`config.mk`:
```
export PLATFORM = sky130hd
export DESIGN_NAME = ledchain_tx
export DESIGN_NICKNAME = d
export VERILOG_FILES = /design/src/rtl/ledchain_pkg.sv /design/src/rtl/ledchain_pixels.sv /design/src/rtl/ledchain_ctrl.sv /design/src/rtl/ledchain_tx.sv
export SDC_FILE = /design/constraint.sdc
export NUM_CORES = 1
export LEC_CHECK = 0
export ABC_AREA = 1
export ABC_CLOCK_PERIOD_IN_PS = 4100
export BUFFER_PORTS_ARGS = -buffer_cell sky130_fd_sc_hd__buf_2
export CAP_MARGIN = 20
export CORE_MARGIN = 3
export CORE_UTILIZATION = 50
export CTS_CLUSTER_DIAMETER = 200
export DETAILED_ROUTE_END_ITERATION = 8
export PLACE_DENSITY_LB_ADDON = 0.1
export SYNTH_ARGS = -nofsm -noshare
export SYNTH_HDL_FRONTEND = slang
export SYNTH_SLANG_ARGS = --single-unit
```
`constraint.sdc`:
```
create_clock -name clk -period 4.1 [get_ports clk]
set_input_delay 0.41 -clock clk [delete_from_list [all_inputs] [get_ports clk]]
set_output_delay 0.41 -clock clk [all_outputs]
set_load 0.02 [all_outputs]
```
`src/rtl/ledchain_pkg.sv`:
```
package ledchain_pkg;
  localparam int CELL_SUBS    = 20;
  localparam int HIGH_ZERO    = 7;
  localparam int HIGH_ONE     = 14;
  localparam int TRAIL_PADS   = 8;
  localparam int BITS_PER_LED = 24;

  typedef enum logic [1:0] {ST_IDLE, ST_LEAD, ST_DATA, ST_TRAIL} txState_t;

  typedef struct packed {
    logic txBusy;      // frame on the line: hold pixel writes
    logic frameStart;  // first cycle of a frame: latch chain length
  } ctlStrobes_t;
endpackage

```
`src/rtl/ledchain_pixels.sv`:
```
module ledchain_pixels
  import ledchain_pkg::*;
#(
  parameter int MAX_LEDS = 16,
  parameter int IDX_W    = 4,
  parameter int CNT_W    = 5
) (
  input  logic                clk,
  input  logic                rstN,
  input  ctlStrobes_t         ctl,
  input  logic                wrEn,
  input  logic [MAX_LEDS-1:0] wrMask,
  input  logic [7:0]          wrRed,
  input  logic [7:0]          wrGreen,
  input  logic [7:0]          wrBlue,
  input  logic                cntEn,
  input  logic [CNT_W-1:0]    cntValue,
  input  logic [IDX_W-1:0]    rdLed,
  input  logic [4:0]          rdPos,
  output logic                rdBit,
  output logic [CNT_W-1:0]    frameLeds
);
  localparam int PIX_W = MAX_LEDS * BITS_PER_LED;
  localparam int SEL_W = $clog2(PIX_W);
  localparam logic [CNT_W-1:0] CNT_MAX = CNT_W'(MAX_LEDS);

  logic [PIX_W-1:0]        pixQ, pixNext;
  logic [CNT_W-1:0]        countQ, countNext, clampVal;
  logic                    heldV;
  logic [MAX_LEDS-1:0]     heldMask;
  logic [BITS_PER_LED-1:0] heldGrb, newGrb;
  logic [SEL_W-1:0]        rdSel;

  assign newGrb = {wrGreen, wrRed, wrBlue};

  always_comb begin
    clampVal  = (cntValue > CNT_MAX) ? CNT_MAX : cntValue;
    countNext = (clampVal > countQ) ? clampVal : countQ;
  end

  // per-LED update: a released held write first, then a direct write on top
  always_comb begin
    pixNext = pixQ;
    for (int i = 0; i < MAX_LEDS; i++) begin
      if (!ctl.txBusy && heldV && heldMask[i] && (CNT_W'(i) < countQ))
        pixNext[i*BITS_PER_LED +: BITS_PER_LED] = heldGrb;
      if (!ctl.txBusy && wrEn && wrMask[i] && (CNT_W'(i) < countQ))
        pixNext[i*BITS_PER_LED +: BITS_PER_LED] = newGrb;
    end
  end

  always_ff @(posedge clk) begin
    if (!rstN) begin
      pixQ      <= '0;
      countQ    <= '0;
      frameLeds <= '0;
      heldV     <= 1'b0;
      heldMask  <= '0;
      heldGrb   <= '0;
    end else begin
      pixQ <= pixNext;
      if (cntEn) countQ <= countNext;
      if (ctl.frameStart) frameLeds <= countQ;
      if (wrEn && ctl.txBusy) begin
        heldV    <= 1'b1;
        heldMask <= wrMask;
        heldGrb  <= newGrb;
      end else if (!ctl.txBusy) begin
        heldV <= 1'b0;
      end
    end
  end

  // green occupies the top byte of each slice, so position 0 reads bit 23
  assign rdSel = SEL_W'(int'(rdLed) * BITS_PER_LED + (BITS_PER_LED - 1) - int'(rdPos));
  assign rdBit = pixQ[rdSel];

  AST_COUNT_GROWS: assert property (@(posedge clk) disable iff (!rstN)
    1'b1 |=> countQ >= $past(countQ));
  AST_COUNT_CAP: assert property (@(posedge clk) disable iff (!rstN)
    countQ <= CNT_MAX);
  AST_PIX_FROZEN: assert property (@(posedge clk) disable iff (!rstN)
    (ctl.txBusy && $past(ctl.txBusy)) |-> $stable(pixQ));
endmodule

```
`src/rtl/ledchain_ctrl.sv`:
```
module ledchain_ctrl
  import ledchain_pkg::*;
#(
  parameter int SUB_DIV = 16,
  parameter int IDX_W   = 4,
  parameter int CNT_W   = 5
) (
  input  logic             clk,
  input  logic             rstN,
  input  logic             sendReq,
  input  logic             svcTick,
  input  logic [CNT_W-1:0] frameLeds,
  input  logic             rdBit,
  output ctlStrobes_t      ctl,
  output logic [IDX_W-1:0] rdLed,
  output logic [4:0]       rdPos,
  output logic             ledOut,
  output logic             busy
);
  localparam int DIV_W = (SUB_DIV > 1) ? $clog2(SUB_DIV) : 1;
  localparam logic [DIV_W-1:0] DIV_LAST = DIV_W'(SUB_DIV - 1);
  localparam logic [4:0] SUB_LAST = 5'(CELL_SUBS - 1);
  localparam logic [4:0] POS_LAST = 5'(BITS_PER_LED - 1);
  localparam logic [3:0] PAD_LAST = 4'(TRAIL_PADS - 1);

  txState_t         state;
  logic [DIV_W-1:0] divQ;
  logic [4:0]       subQ, posQ;
  logic [IDX_W-1:0] ledQ;
  logic [3:0]       padQ;
  logic             pendQ, start, cellEnd, lastLed;

  assign start   = (state == ST_IDLE) && pendQ && svcTick;
  assign cellEnd = (divQ == DIV_LAST) && (subQ == SUB_LAST);
  assign lastLed = (CNT_W'(ledQ) + 1'b1) == frameLeds;

  always_ff @(posedge clk) begin
    if (!rstN) begin
      state <= ST_IDLE;
      pendQ <= 1'b0;
      divQ  <= '0;
      subQ  <= '0;
      posQ  <= '0;
      ledQ  <= '0;
      padQ  <= '0;
    end else begin
      if (start) pendQ <= sendReq;
      else if (sendReq) pendQ <= 1'b1;
      if (state == ST_IDLE) begin
        if (start) begin
          state <= ST_LEAD;
          divQ  <= '0;
          subQ  <= '0;
          posQ  <= '0;
          ledQ  <= '0;
          padQ  <= '0;
        end
      end else begin
        if (divQ == DIV_LAST) begin
          divQ <= '0;
          subQ <= (subQ == SUB_LAST) ? 5'd0 : subQ + 5'd1;
        end else begin
          divQ <= divQ + 1'b1;
        end
        if (cellEnd) begin
          case (state)
            ST_LEAD: state <= (frameLeds == '0) ? ST_TRAIL : ST_DATA;
            ST_DATA: begin
              if (posQ == POS_LAST) begin
                posQ <= '0;
                if (lastLed) state <= ST_TRAIL;
                else ledQ <= ledQ + 1'b1;
              end else begin
                posQ <= posQ + 5'd1;
              end
            end
            ST_TRAIL: begin
              if (padQ == PAD_LAST) state <= ST_IDLE;
              else padQ <= padQ + 4'd1;
            end
            default: ;
          endcase
        end
      end
    end
  end

  assign busy           = (state != ST_IDLE);
  assign ledOut         = (state == ST_DATA) && (subQ < (rdBit ? 5'(HIGH_ONE) : 5'(HIGH_ZERO)));
  assign rdLed          = ledQ;
  assign rdPos          = posQ;
  assign ctl.txBusy     = busy;
  assign ctl.frameStart = start;

  AST_START_ON_TICK: assert property (@(posedge clk) disable iff (!rstN)
    $rose(busy) |-> ($past(svcTick) && $past(pendQ)));
  AST_SUB_BOUND: assert property (@(posedge clk) disable iff (!rstN)
    subQ <= SUB_LAST);
  AST_FALL_POINT: assert property (@(posedge clk) disable iff (!rstN)
    $fell(ledOut) |-> ((divQ == '0) && (subQ == 5'(HIGH_ZERO) || subQ == 5'(HIGH_ONE))));
endmodule

```
`src/rtl/ledchain_tx.sv`:
```
module ledchain_tx
  import ledchain_pkg::*;
#(
  parameter int MAX_LEDS = 16,
  parameter int SUB_DIV  = 16,
  localparam int IDX_W   = $clog2(MAX_LEDS),
  localparam int CNT_W   = $clog2(MAX_LEDS + 1)
) (
  input  logic                clk,
  input  logic                rstN,
  input  logic                wrEn,
  input  logic [MAX_LEDS-1:0] wrMask,
  input  logic [7:0]          wrRed,
  input  logic [7:0]          wrGreen,
  input  logic [7:0]          wrBlue,
  input  logic                cntEn,
  input  logic [CNT_W-1:0]    cntValue,
  input  logic                sendReq,
  input  logic                svcTick,
  output logic                ledOut,
  output logic                busy
);
  ctlStrobes_t      ctl;
  logic [IDX_W-1:0] rdLed;
  logic [4:0]       rdPos;
  logic             rdBit;
  logic [CNT_W-1:0] frameLeds;

  ledchain_ctrl #(.SUB_DIV(SUB_DIV), .IDX_W(IDX_W), .CNT_W(CNT_W)) i_ctrl (
    .clk(clk), .rstN(rstN), .sendReq(sendReq), .svcTick(svcTick),
    .frameLeds(frameLeds), .rdBit(rdBit), .ctl(ctl), .rdLed(rdLed),
    .rdPos(rdPos), .ledOut(ledOut), .busy(busy)
  );

  ledchain_pixels #(.MAX_LEDS(MAX_LEDS), .IDX_W(IDX_W), .CNT_W(CNT_W)) i_pixels (
    .clk(clk), .rstN(rstN), .ctl(ctl), .wrEn(wrEn), .wrMask(wrMask),
    .wrRed(wrRed), .wrGreen(wrGreen), .wrBlue(wrBlue), .cntEn(cntEn),
    .cntValue(cntValue), .rdLed(rdLed), .rdPos(rdPos), .rdBit(rdBit),
    .frameLeds(frameLeds)
  );
endmodule

```
==> results.md <==
- IO Pins: 53
- Initial DRC count: about 3700
- Worst path cell trace: buf_4, fa_2, xor2_2, inv_2, ha_4, a21oi_2, nand2_2, xnor2_2, xor2_2, nor2_1, nand2_1, nand3_4, ha_4, and3_4, a21oi_4, buf_6
- Initial antenna violation count: 2
- Final hold violation count: 0
- Slew at the pin closest to its max-slew limit: about 1300 ps
- Layout net count: between 3000 and 4000
- Cell variety after synth: 49
- Crit path DAT: between 3000 and 4000 ps
- GP Congestion: 0.988
- Post-route cell area: 26500 µm²
- CP Launch Type: flop
- Slowest cell on crit path: fa_2
- Drt wl/cell: approximately 25 µm
- DR vias: 26400
- Initial core utilization: roughly half
- Root Driver: clkbuf_16
- Period utilization: approximately 100%
- EDFF count, synth: 0
- Crit path capture type: primary output
- Share of the synthesized area in compound gates (AO/OA/AOI/OAI): about a fifth
- Reg area: 9230 µm²
- Clk_skew: between 15 and 20 ps
- Outcome: finished clean
- Num CTS Buffers: 52
- All-Layer GR Usage: 38.9%
- Post-DP HPWL: 59200 µm
- Post-synthesis mux area share: 0%
- Post-layout util: between 50 and 60%
- Highest Clock Rate: approximately 0.24 GHz
- Crit-path max FO: 4
- Area of the die: around 51000 µm²
- Hold Buf Count CTS: 0
- Reg clk slew, reported paths: ~60 ps
- Vias in the first global route: ~24000
- Crit path largest cell delay: about 420 ps
- RSZ-0062 raised after global routing: yes
- Largest net degree at the start of global routing: 168
- CP Class: flop to primary output
- # placed instances: around 4000
- Synth Cell Area: 24200 µm²
- Post-synthesis simple-gate area fraction: ~29%
- Pwr dens: between 400 and 500 nW/µm²
- Most used flip-flop cell after synthesis: dfxtp_1
- Syn_nets: roughly 3700
- WL final: between 100000 and 150000 µm
- Fin. max-slew vios: 0
- Post-synthesis register bit count: 460
- Remaining Overflow, GRT: 0
- Hold Crit Class: input pin to flop
- Req. time, crit path: ~3700 ps
- Adder-Cell Fraction of Synth Area: 1.46%
- Fill cells: ~4700
- Slew HR: roughly 15%
- Finished Layout Cells: just over 4000
- # DRC: 0
- Synth-to-Final Area Change: 9.50%
- First-pass GRT wire length: 151000 µm
- TritonCTS clock tree: built
- Die H: about 230 µm
- Minimum clock period: 4100 ps
- CTS Buffer Depth: 3
- Lkg Pwr: 10.4 nW
- FFs w/ async S/R, synth: 0%
- Synth warn: 0
- Ratio of cells with drive above 1 in the final layout: 8.39%
- Post-Syn Area per Cell: 6.72 µm²
- Largest family of logic cells by synthesized area: simple AND/OR/NAND/NOR gates
- Port bufs: between 50 and 60
- Xor and xnor area share after synthesis: 0.578%
- DRT Pass-1 Iters: 6
- Post-DP Area: about 25000 µm²
- Max-cap viol count: 0
- H-tree lvl count: 2
- Die Wd: ~230 µm
- Register area share after synthesis: between 30% and 40%
- Area of the multi-input gates: 12600 µm²
- Setup violators final: 0
- Peak VDD IR: 0.290 mV
- Latest clock arrival within the worst-skew pair: about 610 ps
- Core ar.: roughly 48000 µm²
- Average via count per standard cell: between 6 and 7
- Core Rows: 80
- Routed Antenna Nets: 0
- # clock sinks: between 400 and 500
- Post-Syn Instances: approximately 3600
## power by group
group / internal, mW / switching (mW)
combinational: 0.780 / 2.11
sequential: 4.73 / 0.233
clock: 2.68 / 1.96
total: 8.18 / 4.30
## metrics by stage
stage | setup WS [ps] | hold WS (ps) | setup TNS, ps | total power [mW]
6_report | 0.0226 | 21.7 | 0 | 12.5
5_1_grt | -103 | 67.5 | -103 | 12.9
4_1_cts | -61.3 | 0.957 | -61.3 | 12.3
3_5_place_dp | 197 | 449 | 0 | 7.67
3_3_place_gp | 203 | 443 | 0 | 7.61
2_1_floorplan | 547 | 435 | 0 | 6.66
## registers in the layout, summed over array words and instances (netlist names), 4 cells and up
signal              count
i_pixels.countQ         5
i_pixels.heldGrb       24
i_pixels.heldMask      16
i_pixels.frameLeds      5
i_ctrl.subQ             5
i_ctrl.padQ             4
i_ctrl.divQ             4
i_ctrl.rdLed            4
i_pixels.pixQ         384
i_ctrl.rdPos            5
## per-layer routing
layer	vias to the layer above	routed length (µm)	GRT usage, %
li1	11800	-	-
met1	12500	40000	52.4
met2	1737	42300	56.7
met3	349	13500	10.0
met4	0	6340	22.1
met5	-	0	0
## worst max-delay path, delay by kind of cell, from the launching register on
family	cells	cell delay [ps]
flops	1	360
simple gates	5	570
fa+ha+maj	3	910
buf+inv	3	340
compound gates	2	290
xor+xnor	3	600
## cell type report
class	count	area share, %
Inverter	347	4.95
Clock buffer	79	5.78
Clock inverter	10	0.377
Timing Repair Buffer	131	3.83
Multi-Input combinational cell	2490	47.3
Sequential cell	460	34.8
Tap cell	615	2.90
Antenna cell	4	0.0377
## worst paths after layout
| path | cells after the start | from | end | slack, ps |
|---|---|---|---|---|
| min reg2reg | 2 | i_pixels.pixQ[356]$_SDFFE_PN0P_ | i_pixels.pixQ[356]$_SDFFE_PN0P_ | 460 |
| max | 16 | i_ctrl.rdLed[1]$_SDFFE_PN0P_ | ledOut | 0.02 |
| min | 3 | sendReq | i_ctrl.pendQ$_SDFFE_PN0P_ | 20 |
| max reg2reg | 9 | i_ctrl.state[1]$_SDFFE_PN0P_ | i_pixels.pixQ[233]$_SDFFE_PN0P_ | 580 |
## logic make-up (layout without fill, tap and decap cells)
kind of cell / after synthesis / after routing
AOI/OAI and AO/OA: 779 / 779
xor gates and xnor gates: 16 / 16
adders and majority gates: 27 / 27
buffers and inverters: 656 / 567
DFF: 460 / 460
other: 0 / 4
and+or+nand+nor: 1668 / 1668
## placed cells by master (no fill, tap or decap), types with 65 or more instances in the layout
master    instances
a221oi_1        103
o221ai_1         86
nor2_1          216
buf_4            65
nand3_1         374
dfxtp_1         453
o21ai_0         246
inv_1           315
nand2_1         934
nor3_1           87
a21oi_1         173
a31oi_1          90
## cells in the mapped netlist, types with 12 or more instances
cell | number | area share (%)
buf_4 | 19 | 0.59
buf_2 | 82 | 1.7
nand2_1 | 936 | 15
buf_1 | 14 | 0.22
o221ai_1 | 86 | 3.1
a22oi_1 | 13 | 0.40
ha_1 | 25 | 1.3
a31oi_1 | 90 | 2.3
dfxtp_1 | 460 | 38
a21oi_1 | 177 | 3.7
inv_1 | 322 | 5.0
nand3_1 | 377 | 7.8
a221oi_1 | 103 | 3.7
o21ai_1 | 29 | 0.60
nor2_2 | 12 | 0.31
o211ai_1 | 22 | 0.68
o21ai_0 | 246 | 5.1
nor3_1 | 87 | 1.8
xor2_1 | 12 | 0.43
inv_2 | 15 | 0.23
clkbuf_1 | 192 | 3.0
nor2_1 | 219 | 3.4
## repair_timing
| action | 4_1_cts | 5_1_grt |
|---|---|---|
| pin swaps | 16 | 15 |
| endpoints found under the setup margin | 1 | 1 |
| setup buffers | 5 | 2 |
| hold endpoints to repair | 0 | 0 |
| resized for setup | 28 | 13 |
Note: power is estimated with default switching activity, not from simulation.
